`config.mk`:
```
export PLATFORM = sky130hd
export DESIGN_NAME = acc_alu_cc
export DESIGN_NICKNAME = d
export VERILOG_FILES = /design/src/rtl/acc_alu_pkg.sv /design/src/rtl/acc_alu_addsub.sv /design/src/rtl/acc_alu_shift.sv /design/src/rtl/acc_alu_decadj.sv /design/src/rtl/acc_alu_cond.sv /design/src/rtl/acc_alu_cc.sv
export SDC_FILE = /design/constraint.sdc
export NUM_CORES = 1
export LEC_CHECK = 0
export BUFFER_PORTS_ARGS = -buffer_cell sky130_fd_sc_hd__buf_2
export CORE_ASPECT_RATIO = 1.25
export CORE_MARGIN = 3
export CORE_UTILIZATION = 43
export CTS_BUF_LIST = sky130_fd_sc_hd__clkbuf_2
export DETAILED_ROUTE_END_ITERATION = 16
export PLACE_DENSITY_LB_ADDON = 0.25
export SYNTH_ARGS = -nofsm -noshare
export SYNTH_HDL_FRONTEND = slang
export SYNTH_SLANG_ARGS = --single-unit
```
`constraint.sdc`:
```
create_clock -name clk -period 0.8 [get_ports clk]
set_input_delay 0 -clock clk [delete_from_list [all_inputs] [get_ports clk]]
set_output_delay 0 -clock clk [all_outputs]
set_load 0.02 [all_outputs]
```
`src/rtl/acc_alu_pkg.sv`:
```
package acc_alu_pkg;

   typedef enum logic [4:0] {
      OP_ADD  = 5'd0,
      OP_ADC  = 5'd1,
      OP_SUB  = 5'd2,
      OP_SBC  = 5'd3,
      OP_CMP  = 5'd4,
      OP_AND  = 5'd5,
      OP_OR   = 5'd6,
      OP_XOR  = 5'd7,
      OP_PASS = 5'd8,
      OP_COM  = 5'd9,
      OP_NEG  = 5'd10,
      OP_INC  = 5'd11,
      OP_DEC  = 5'd12,
      OP_CLR  = 5'd13,
      OP_TST  = 5'd14,
      OP_LSR  = 5'd15,
      OP_ASL  = 5'd16,
      OP_ASR  = 5'd17,
      OP_ROL  = 5'd18,
      OP_ROR  = 5'd19,
      OP_DAA  = 5'd20,
      OP_MUL  = 5'd21,
      OP_ADDW = 5'd22,
      OP_SUBW = 5'd23,
      OP_INCW = 5'd24,
      OP_DECW = 5'd25
   } alu_op_e;

   localparam int OP_LAST = 25;

   localparam int CC_C = 0;
   localparam int CC_V = 1;
   localparam int CC_Z = 2;
   localparam int CC_N = 3;
   localparam int CC_I = 4;
   localparam int CC_H = 5;

   typedef enum logic [2:0] {
      SH_LSR  = 3'd0,
      SH_ASL  = 3'd1,
      SH_ASR  = 3'd2,
      SH_ROL  = 3'd3,
      SH_ROR  = 3'd4,
      SH_NONE = 3'd7
   } shift_e;

endpackage

```
`src/rtl/acc_alu_addsub.sv`:
```
module acc_alu_addsub #(
   parameter int W = 8
) (
   input  logic [W-1:0] x_i,
   input  logic [W-1:0] y_i,
   input  logic         sub_i,
   input  logic         cin_i,
   output logic [W-1:0] r_o,
   output logic         c_o,
   output logic         v_o
);
   logic [W-1:0] y_eff;
   logic         cin_eff;
   logic [W:0]   sum;

   // subtraction is x + ~y + ~borrow; the carry out inverts into a borrow
   assign y_eff   = sub_i ? ~y_i : y_i;
   assign cin_eff = sub_i ? ~cin_i : cin_i;
   assign sum     = {1'b0, x_i} + {1'b0, y_eff} + {{W{1'b0}}, cin_eff};
   assign r_o     = sum[W-1:0];
   assign c_o     = sum[W] ^ sub_i;
   assign v_o     = (x_i[W-1] == y_eff[W-1]) && (r_o[W-1] != x_i[W-1]);

endmodule

```
`src/rtl/acc_alu_shift.sv`:
```
module acc_alu_shift
   import acc_alu_pkg::*;
#(
   parameter int W = 8
) (
   input  logic [W-1:0] a_i,
   input  logic         cin_i,
   input  shift_e       mode_i,
   output logic [W-1:0] r_o,
   output logic         c_o
);
   always_comb begin
      r_o = a_i;
      c_o = cin_i;
      case (mode_i)
         SH_LSR: begin r_o = {1'b0, a_i[W-1:1]};     c_o = a_i[0];   end
         SH_ASL: begin r_o = {a_i[W-2:0], 1'b0};     c_o = a_i[W-1]; end
         SH_ASR: begin r_o = {a_i[W-1], a_i[W-1:1]}; c_o = a_i[0];   end
         SH_ROL: begin r_o = {a_i[W-2:0], cin_i};    c_o = a_i[W-1]; end
         SH_ROR: begin r_o = {cin_i, a_i[W-1:1]};    c_o = a_i[0];   end
         default: begin r_o = a_i; c_o = cin_i; end
      endcase
   end

endmodule

```
`src/rtl/acc_alu_decadj.sv`:
```
module acc_alu_decadj #(
   parameter int W   = 8,
   parameter int NIB = 4
) (
   input  logic [W-1:0] a_i,
   input  logic         h_i,
   input  logic         c_i,
   output logic [W-1:0] r_o,
   output logic         c_o
);
   localparam logic [NIB-1:0] DIGIT_MAX = NIB'(9);
   localparam logic [NIB-1:0] FIX       = NIB'(6);

   logic [NIB-1:0] lo;
   logic [NIB-1:0] hi;
   logic           fix_lo;
   logic           fix_hi;

   assign lo     = a_i[NIB-1:0];
   assign hi     = a_i[2*NIB-1:NIB];
   assign fix_lo = h_i || (lo > DIGIT_MAX);
   assign fix_hi = c_i || (hi > DIGIT_MAX) || ((hi > (DIGIT_MAX - NIB'(1))) && (lo > DIGIT_MAX));
   assign r_o    = a_i + {(fix_hi ? FIX : '0), (fix_lo ? FIX : '0)};
   assign c_o    = fix_hi;

endmodule

```
`src/rtl/acc_alu_cond.sv`:
```
module acc_alu_cond
   import acc_alu_pkg::*;
#(
   parameter int CCW   = 8,
   parameter int CONDW = 4
) (
   input  logic [CCW-1:0]   cc_i,
   input  logic [CONDW-1:0] cond_i,
   output logic             take_o
);
   logic n, z, v, c;
   logic base;

   assign n = cc_i[CC_N];
   assign z = cc_i[CC_Z];
   assign v = cc_i[CC_V];
   assign c = cc_i[CC_C];

   // even code is the base test, odd code its complement
   always_comb begin
      case (cond_i[CONDW-1:1])
         3'd0:    base = 1'b1;
         3'd1:    base = ~(c | z);
         3'd2:    base = ~c;
         3'd3:    base = ~z;
         3'd4:    base = ~v;
         3'd5:    base = ~n;
         3'd6:    base = ~(n ^ v);
         default: base = ~(z | (n ^ v));
      endcase
   end

   assign take_o = base ^ cond_i[0];

endmodule

```
`src/rtl/acc_alu_cc.sv`:
```
module acc_alu_cc
   import acc_alu_pkg::*;
#(
   parameter int DW      = 8,
   parameter int CCW     = 8,
   parameter int CONDW   = 4,
   parameter int OPW     = 5,
   parameter bit OUT_REG = 1'b1
) (
   input  logic              clk,
   input  logic              rst_n,
   input  logic [OPW-1:0]    op_i,
   input  logic [DW-1:0]     a_i,
   input  logic [DW-1:0]     b_i,
   input  logic [2*DW-1:0]   w_i,
   input  logic [CCW-1:0]    cc_i,
   input  logic [CONDW-1:0]  cond_i,
   output logic [2*DW-1:0]   res_o,
   output logic [CCW-1:0]    cc_o,
   output logic              take_o
);
   localparam int WW  = 2 * DW;
   localparam int NIB = 4;

   if (DW != 8) begin : g_bad_dw
      $error("acc_alu_cc: DW must be 8");
   end
   if (CCW != 8) begin : g_bad_ccw
      $error("acc_alu_cc: CCW must be 8");
   end
   if (CONDW != 4) begin : g_bad_condw
      $error("acc_alu_cc: CONDW must be 4");
   end
   if (OPW != 5) begin : g_bad_opw
      $error("acc_alu_cc: OPW must be 5");
   end

   // ---------------- byte adder operand selection ----------------
   logic [DW-1:0] add_x, add_y, add_r;
   logic          add_sub, add_cin, add_c, add_v;
   logic          half_c;

   always_comb begin
      add_x   = a_i;
      add_y   = b_i;
      add_sub = 1'b0;
      add_cin = 1'b0;
      case (op_i)
         OP_ADC:         add_cin = cc_i[CC_C];
         OP_SUB, OP_CMP: add_sub = 1'b1;
         OP_SBC: begin add_sub = 1'b1; add_cin = cc_i[CC_C]; end
         OP_NEG: begin add_x = '0; add_y = a_i; add_sub = 1'b1; end
         OP_INC:         add_y = DW'(1);
         OP_DEC: begin add_y = DW'(1); add_sub = 1'b1; end
         default: ;
      endcase
   end

   acc_alu_addsub #(.W(DW)) u_add8 (
      .x_i   (add_x),
      .y_i   (add_y),
      .sub_i (add_sub),
      .cin_i (add_cin),
      .r_o   (add_r),
      .c_o   (add_c),
      .v_o   (add_v)
   );

   // carry into bit NIB recovered from the operand and sum bits
   assign half_c = add_x[NIB] ^ add_y[NIB] ^ add_r[NIB];

   // ---------------- 16-bit adder ----------------
   logic [WW-1:0] wx, wy, w_r;
   logic          w_sub, w_c, w_v;
   logic          w_on_index;

   assign w_on_index = (op_i == OP_INCW) || (op_i == OP_DECW);
   assign wx         = w_on_index ? w_i : {a_i, b_i};
   assign wy         = w_on_index ? WW'(1) : w_i;
   assign w_sub      = (op_i == OP_SUBW) || (op_i == OP_DECW);

   acc_alu_addsub #(.W(WW)) u_add16 (
      .x_i   (wx),
      .y_i   (wy),
      .sub_i (w_sub),
      .cin_i (1'b0),
      .r_o   (w_r),
      .c_o   (w_c),
      .v_o   (w_v)
   );

   // ---------------- shifter, decimal adjust, multiplier ----------------
   shift_e        sh_mode;
   logic [DW-1:0] sh_r;
   logic          sh_c;

   always_comb begin
      case (op_i)
         OP_LSR:  sh_mode = SH_LSR;
         OP_ASL:  sh_mode = SH_ASL;
         OP_ASR:  sh_mode = SH_ASR;
         OP_ROL:  sh_mode = SH_ROL;
         OP_ROR:  sh_mode = SH_ROR;
         default: sh_mode = SH_NONE;
      endcase
   end

   acc_alu_shift #(.W(DW)) u_shift (
      .a_i    (a_i),
      .cin_i  (cc_i[CC_C]),
      .mode_i (sh_mode),
      .r_o    (sh_r),
      .c_o    (sh_c)
   );

   logic [DW-1:0] dj_r;
   logic          dj_c;

   acc_alu_decadj #(.W(DW), .NIB(NIB)) u_decadj (
      .a_i (a_i),
      .h_i (cc_i[CC_H]),
      .c_i (cc_i[CC_C]),
      .r_o (dj_r),
      .c_o (dj_c)
   );

   logic [WW-1:0] prod;
   assign prod = {{DW{1'b0}}, a_i} * {{DW{1'b0}}, b_i};

   logic take_c;

   acc_alu_cond #(.CCW(CCW), .CONDW(CONDW)) u_cond (
      .cc_i   (cc_i),
      .cond_i (cond_i),
      .take_o (take_c)
   );

   // ---------------- result and flag selection ----------------
   logic [WW-1:0]  res_c;
   logic [CCW-1:0] cc_c;
   logic [DW-1:0]  r8;
   logic           byte_op;

   always_comb begin
      cc_c    = cc_i;
      r8      = '0;
      byte_op = 1'b1;
      res_c   = '0;
      case (op_i)
         OP_ADD, OP_ADC: begin
            r8         = add_r;
            cc_c[CC_H] = half_c;
            cc_c[CC_V] = add_v;
            cc_c[CC_C] = add_c;
         end
         OP_SUB, OP_SBC, OP_NEG, OP_CMP: begin
            r8         = add_r;
            cc_c[CC_V] = add_v;
            cc_c[CC_C] = add_c;
         end
         OP_INC, OP_DEC: begin
            r8         = add_r;
            cc_c[CC_V] = add_v;
         end
         OP_AND, OP_OR, OP_XOR, OP_PASS: begin
            case (op_i)
               OP_AND:  r8 = a_i & b_i;
               OP_OR:   r8 = a_i | b_i;
               OP_XOR:  r8 = a_i ^ b_i;
               default: r8 = b_i;
            endcase
            cc_c[CC_V] = 1'b0;
         end
         OP_COM: begin
            r8         = ~a_i;
            cc_c[CC_V] = 1'b0;
            cc_c[CC_C] = 1'b1;
         end
         OP_CLR: begin
            r8         = '0;
            cc_c[CC_V] = 1'b0;
            cc_c[CC_C] = 1'b0;
         end
         OP_TST: begin
            r8         = a_i;
            cc_c[CC_V] = 1'b0;
            cc_c[CC_C] = 1'b0;
         end
         OP_LSR, OP_ASL, OP_ASR, OP_ROL, OP_ROR: begin
            r8         = sh_r;
            cc_c[CC_C] = sh_c;
            cc_c[CC_V] = sh_r[DW-1] ^ sh_c;
         end
         OP_DAA: begin
            r8         = dj_r;
            cc_c[CC_V] = 1'b0;
            cc_c[CC_C] = dj_c;
         end
         default: byte_op = 1'b0;
      endcase

      if (byte_op) begin
         cc_c[CC_N] = r8[DW-1];
         cc_c[CC_Z] = (r8 == '0);
         res_c      = (op_i == OP_CMP) ? {{DW{1'b0}}, a_i} : {{DW{1'b0}}, r8};
      end else begin
         case (op_i)
            OP_MUL: begin
               res_c      = prod;
               cc_c[CC_C] = prod[DW-1];
            end
            OP_ADDW, OP_SUBW: begin
               res_c      = w_r;
               cc_c[CC_N] = w_r[WW-1];
               cc_c[CC_Z] = (w_r == '0);
               cc_c[CC_V] = w_v;
               cc_c[CC_C] = w_c;
            end
            OP_INCW, OP_DECW: begin
               res_c      = w_r;
               cc_c[CC_Z] = (w_r == '0);
            end
            default: begin
               res_c = '0;
               cc_c  = cc_i;
            end
         endcase
      end
   end

   // ---------------- output stage variant ----------------
   if (OUT_REG) begin : g_out_reg
      always_ff @(posedge clk or negedge rst_n) begin
         if (!rst_n) begin
            res_o  <= '0;
            cc_o   <= '0;
            take_o <= 1'b0;
         end else begin
            res_o  <= res_c;
            cc_o   <= cc_c;
            take_o <= take_c;
         end
      end
   end else begin : g_out_comb
      assign res_o  = res_c;
      assign cc_o   = cc_c;
      assign take_o = take_c;
   end

endmodule

```
==> metrics.yaml, run 1 <==
cells_and_area:
  syn_to_final_growth_pct: 66.7
  nNetsFinal: 1325
  drive_above_1_share_pct: 46.6
  nFillCells: 1051
  fin_cells: 1331
  regArea_um2: 626
  multi_input_area_um2: 6160
routing:
  dr.first_iter.drc_count: 688
  wirelength_um: 25600
  wl_per_cell_um: 19.2
  vias: 7519
  post-route-drc-count: 0
  ant_nets: 0
  via_per_inst: 5.65
  drtPass1Iterations: 7
power_and_ir_drop:
  leakage_uw: 0.00499
  vdd.ir_drop.worst_mv: 1.29
  cell_internal_pwr_uw: 9240
  combPwrFrac_pct: 87.1
  p_seq_share_pct: 9.1
  power.density_nw_per_um2: 1630
  pwr-share-clk_pct: 3.8
  switching_share_pct: 46.0
  switching_power_uw: 7870
logic_synthesis:
  synth.distinct_cells: 76
  yosys.area.top_type: "ha_1"
  synthArstFlopShare_pct: 100
  syn_nets: 993
  synth_ff_type: "dfrtp_1"
  synth_warnings: 0
  syn_area_um2: 6300
  synth_top_area_share_pct: 15.5
  syn_inst: 824
  synth_edf_count: 0
  yosysSeqAreaShare_pct: 9.93
  ys_top_cells_by_area: "ha_1, fa_1, dfrtp_1"
  syn_avg_cell_area_um2: 7.65
  ys_ff_latch: 25
worst_hold_path:
  min_from: "cc_i[2]"
  min_path_type: "input port to flip-flop"
  hold_path_end: "cc_o[2]$_DFF_PN0_"
  min_path_cells: 4
clocking:
  cts-root-buf: "clkbuf_2"
  ctsLongestPathBuffers: 2
  path_clk_slew_ns: 0.29
  cts_buffers: 3
  cts.sinks: 25
  ctsHtreeMaxLevel: 1
  cts_tree: "yes"
setup_path:
  path_buf_inv: 6
  crit_arrival_ns: 3.63
  required_ns: 1.13
  cp-end-kind: "flip-flop"
  crit_fanout: 6
  cp_top_family: "adder cells"
  max_stage_delay_ns: 0.52
  crit_slowest_cell: "fa_1"
  path_cells: "buf_4 > inv_8 > nor2_2 > fa_1 > inv_1 > fa_1 > inv_2 > fa_1 > inv_1 > fa_1 > inv_2 > ha_4 > a21oi_4 > o21ai_4 > a31oi_4 > a21oi_2 > xnor2_2 > o22ai_2"
  crit_type: "input port to flip-flop"
  crit_top_cell: "fa_1"
  cp-start-kind: "input port"
sta:
  final.setup.tns_ns: -50.61
  tightest_slew_ns: 0.767
  fin_crit_sh_pct: 412
  hold_slack_ns: 0.0217
  fin_crit_ns: 3.30
  finalHoldViolCount: 0
  timing.final.ws_setup_ns: -2.50
  relSlewSlack_pct: 48.7
  fmax_ghz: 0.303
  finalSetupViolations: 46
  grt_setup_unrepaired: "true"
  drv_slew: 0
floorplanning:
  die_y_um: 141
  initial_utilization_pct: 44.8
  io_pins: 76
  core_area_um2: 14100
  fp.dieW_um: 114
  die-area_um2: 16200
  rows: 48
place:
  dp_cells: 1268
  hpwl_um: 18900
  io_buffers: 75
  place_ws_ns: -3.13
  gp_congestion: 0.969
global_route:
  antenna_found_initial: 1
  grt_first_pass_wirelength_um: 39400
  grt_pass1_vias: 7616
  grt_overflow: 0
  grt.total_usage_pct: 30.7
  grt_max_degree: 28
status:
  violations: "negative setup slack"
  outcome: "complete, but fails checks"
job:
  cap_violations: 0
==> layer usage <==
metal / vias up / share of wire [%] / global-route usage, %
li1: 3543 / - / -
met1: 3574 / 39 / 37.8
met2: 326 / 51 / 54.5
met3: 76 / 5.6 / 2.05
met4: 0 / 4.2 / 13.4
met5: - / 0 / 0
==> layout make-up <==
type                       count  area share (%)
multi-input combinational    672            58.6
timing repair buffer         367            28.7
inverter                      87            4.36
tap                          175            2.08
sequential                    25            5.96
clock inverter                 1          0.0834
antenna                        1          0.0238
clock buffer                   3           0.143
==> what timing repair did <==
action                                  in CTS  in global routing
hold buffers                                13                  0
pin swaps                                   69                 56
endpoints found under the setup margin      46                 47
buffers inserted                            31                 23
gates resized for setup                    191                 85
cloned                                       1                  0
hold endpoints to repair                    33                  0
==> per-stage QoR <==
stage               power, µW  util, %  area (µm²)
floorplan                8310        -        6860
global placement        12300     63.2        8880
detailed placement      12600     63.2        8880
CTS                     15400     71.1        9990
global route            18200     74.8       10500
finish                  17100     74.8       10500
==> worst min-delay path, stage by stage <==
cell,delay [ns]
buf_2,0.10
and3_1,0.19
a31oi_1,0.08
o41ai_2,0.05
==> cell usage after synthesis, drive strengths merged, types with 5 or more instances <==
| library cell | number |
|---|---|
| mux2i | 12 |
| o22ai | 12 |
| xnor2 | 50 |
| o31ai | 5 |
| nand2 | 81 |
| o21ai | 46 |
| ha | 78 |
| xor2 | 9 |
| nor3 | 13 |
| o211ai | 7 |
| clkbuf | 31 |
| inv | 76 |
| a31oi | 12 |
| buf | 9 |
| o22a | 7 |
| a21oi | 45 |
| nor2b | 11 |
| or3 | 6 |
| a21o | 11 |
| a22oi | 13 |
| nand3 | 16 |
| o21a | 8 |
| dfrtp | 25 |
| a221o | 6 |
| clkinv | 11 |
| fa | 40 |
| and2 | 9 |
| nor2 | 97 |
| and3 | 6 |
==> how the worst max path moves through the flow <==
| stage | slack (ns) | cells after the start | endpoint | start |
|---|---|---|---|---|
| floorplan | -2.71 | 18 | res_o[7]$_DFF_PN0_ | op_i[2] |
| detailed placement | -3.13 | 20 | res_o[15]$_DFF_PN0_ | b_i[3] |
| global placement | -3.07 | 17 | res_o[15]$_DFF_PN0_ | a_i[2] |
| finish | -2.50 | 18 | res_o[15]$_DFF_PN0_ | a_i[4] |
| global route | -2.59 | 17 | res_o[15]$_DFF_PN0_ | a_i[2] |
| CTS | -2.45 | 16 | res_o[12]$_DFF_PN0_ | b_i[7] |
==> kinds of logic after synthesis <==
family | synth area share (%)
AND/OR/NAND/NOR | 19.2
AO/OA/AOI/OAI | 24.5
buffers and inverters | 7.90
adder cells (fa/ha/maj) | 28.2
XOR/XNOR | 8.20
flip-flops | 9.93
multiplexers | 2.08
==> power groups by stage <==
stage | clock (µW) | combinational (µW) | sequential [µW]
6_report | 647 | 14900 | 1550
5_1_grt | 676 | 16000 | 1570
4_1_cts | 634 | 13200 | 1550
3_5_place_dp | 0 | 11000 | 1520
3_3_place_gp | 0 | 10800 | 1520
2_1_floorplan | 0 | 6550 | 1760
==> cell usage in the layout (no fill, tap or decap), drive strengths merged, types with 5 or more instances in the layout <==
cell type	count
a21oi	45
nand2	81
fa	40
or3	6
nor2	97
o31ai	5
clkinv	10
a21o	11
o211ai	7
o22a	7
a31oi	12
and3	6
a221o	6
dlygate4sd3	13
mux2i	12
nand3	16
nor3	13
a22oi	13
ha	78
o21ai	46
inv	77
nor2b	11
xor2	9
buf	352
and2	9
o21a	8
dfrtp	25
clkbuf	5
xnor2	50
o22ai	12
==> state kept, by name, summed over array words and instances, names as in the netlist <==
name    flops
res_o      16
cc_o        8
take_o      1
No activity file was read; power rests on OpenSTA's default activity.
==> run 2: changes to the inputs <==
--- a/config.mk
+++ b/config.mk
@@ -11,6 +11,7 @@
 export CORE_UTILIZATION = 43
 export CTS_BUF_LIST = sky130_fd_sc_hd__clkbuf_2
 export DETAILED_ROUTE_END_ITERATION = 16
+export GPL_TIMING_DRIVEN = 0
 export PLACE_DENSITY_LB_ADDON = 0.25
 export SYNTH_ARGS = -nofsm -noshare
 export SYNTH_HDL_FRONTEND = slang
==> run 2 against run 1 <==
The run still ends with negative setup slack left. First-iteration DRC count is 0.58% lower. Setup slack got worse by 0.15 ns. Sequential share of layout area grew 0.60 points. Design area shrank 9.2%.
==> metrics.yaml, run 2 (synthesis gave the netlist of run 1 again) <==
sta:
  fin_crit_ns: 3.45
  fmax_ghz: 0.290
  hold_slack_ns: 0.00731
  fin_crit_sh_pct: 431
  finalSetupViolations: 46
  timing.final.ws_setup_ns: -2.65
  grt_setup_unrepaired: "true"
  drv_slew: 0
  finalHoldViolCount: 0
  tightest_slew_ns: 1.06
  relSlewSlack_pct: 29.2
cells_and_area:
  nFillCells: 1103
  top_register: "res_o"
  nNetsFinal: 1185
  drive_above_1_share_pct: 37.1
  top_regs: "res_o (16), cc_o (8), take_o (1)"
  final_common_cell: "buf_4"
  syn_to_final_growth_pct: 51.3
  largest_reg_flops: 16
  final_cell_mix: "buf_4, nand2_1, nor2_1"
power_and_ir_drop:
  p_seq_share_pct: 10.2
  switching_power_uw: 7220
  power.density_nw_per_um2: 1570
  leakage_uw: 0.00433
  pwr-share-clk_pct: 4.1
  cell_internal_pwr_uw: 7720
  finalPower_uw: 14900
  switching_share_pct: 48.3
  combPwrFrac_pct: 85.7
  vdd.ir_drop.worst_mv: 1.27
routing:
  ant_nets: 0
  vias: 7128
  dr.first_iter.drc_count: 684
  via_per_inst: 5.98
  wl_per_cell_um: 19.8
  drtPass1Iterations: 6
  post-route-drc-count: 0
  wirelength_um: 23600
setup_path:
  crit_type: "input port to flip-flop"
  cp_top_family: "adder cells"
  crit_fanout: 8
  required_ns: 1.12
  crit_arrival_ns: 3.77
  cp-end-kind: "flip-flop"
  crit_slowest_cell: "fa_1"
  path_cells: "buf_12 > inv_8 > clkbuf_16 > nor2_4 > fa_1 > fa_1 > fa_1 > inv_2 > fa_2 > inv_2 > ha_4 > a21oi_4 > o21ai_4 > a31oi_4 > a21oi_2 > xnor2_2 > o22ai_2"
  cp-start-kind: "input port"
  max_stage_delay_ns: 0.54
  path_buf_inv: 5
  crit_top_cell: "fa_1"
floorplanning:
  die_y_um: 141
  rows: 48
  io_pins: 76
  die-area_um2: 16200
  core_area_um2: 14100
  fp.dieW_um: 114
  initial_utilization_pct: 44.8
clocking:
  ctsLongestPathBuffers: 2
  cts_buffers: 3
  cts.sinks: 25
  cts_tree: "yes"
  ctsHtreeMaxLevel: 1
  path_clk_slew_ns: 0.29
  cts-root-buf: "clkbuf_2"
global_route:
  grt_overflow: 0
  grt_first_pass_wirelength_um: 36700
  antenna_found_initial: 1
  grt.total_usage_pct: 28.4
  grt_pass1_vias: 7010
  grt_max_degree: 26
place:
  hpwl_um: 16800
  place_ws_ns: -3.62
  gp_congestion: 0.965
  io_buffers: 72
status:
  outcome: "complete, but fails checks"
  violations: "negative setup slack"
worst_hold_path:
  min_path_type: "input port to flip-flop"
job:
  cap_violations: 0
-- run 2: cell count changes in the layout (fill, tap and decap cells not counted), sizes merged --
cell	delta
buf	-162
clkbuf	+21
clkinvlp	+1
-- run 2: power by group through the flow --
stage | combinational (µW) | clock (µW) | sequential, µW
floorplan | 6550 | 0 | 1760
global placement | 8870 | 0 | 1500
detailed placement | 8970 | 0 | 1510
CTS | 11000 | 595 | 1530
global route | 13700 | 630 | 1550
finish | 12800 | 608 | 1530
-- run 2: per-layer routing --
layer  track usage (%)  share of wire, %  up-vias
li1                  -                 -     3261
met1              36.0                40     3444
met2              49.8                49      339
met3              2.69               6.6       84
met4              10.7               4.2        0
met5                 0                 0        -
-- run 2: worst min-delay path, delay by kind of cell --
family / cells / cell delay [ns]
buffers and inverters: 1 / 0.10
and+or+nand+nor: 1 / 0.24
AOI/OAI and AO/OA: 1 / 0.11
-- run 2: path summary, 6_finish.rpt --
kind,startpoint,end,slack (ns),depth (start not counted)
setup / recovery,a_i[7],res_o[15]$_DFF_PN0_,-2.65,17
hold / removal,op_i[3],cc_o[0]$_DFF_PN0_,0.007,3
max in group asynchronous,rst_n,res_o[10]$_DFF_PN0_,0.34,2
min in group asynchronous,rst_n,cc_o[1]$_DFF_PN0_,0.05,2
-- run 2: cell type report --
class | count | area, µm² | share of cell area (%)
multi-input combinational | 672 | 6140 | 64.4
timing repair buffer | 190 | 1620 | 17.0
sequential | 25 | 626 | 6.56
inverter | 87 | 480 | 5.04
buffer | 36 | 422 | 4.42
tap | 175 | 219 | 2.30
clock buffer | 3 | 15.0 | 0.157
clock inverter | 1 | 8.76 | 0.0918
timing repair inverter | 1 | 5.00 | 0.0525
antenna | 1 | 2.50 | 0.0262
-- run 2: metrics by stage --
step	std cells	setup TNS [ns]	util (%)	cell area [µm²]
2_1_floorplan	824	-50.01	-	6860
3_3_place_gp	1071	-64.30	52.9	7440
3_5_place_dp	1071	-64.32	52.9	7440
4_1_cts	1156	-51.64	63.6	8940
5_1_grt	1191	-54.23	67.9	9540
6_report	1191	-51.37	67.9	9540
-- run 2: repair_timing --
item                                   in CTS  in global routing
endpoints found under the hold margin      34                  0
cloned                                      1                  1
setup buffers                              70                 37
hold buffers                               13                  0
resized for setup                         192                 84
setup endpoints to repair                  46                 46
pin swaps                                  65                 63
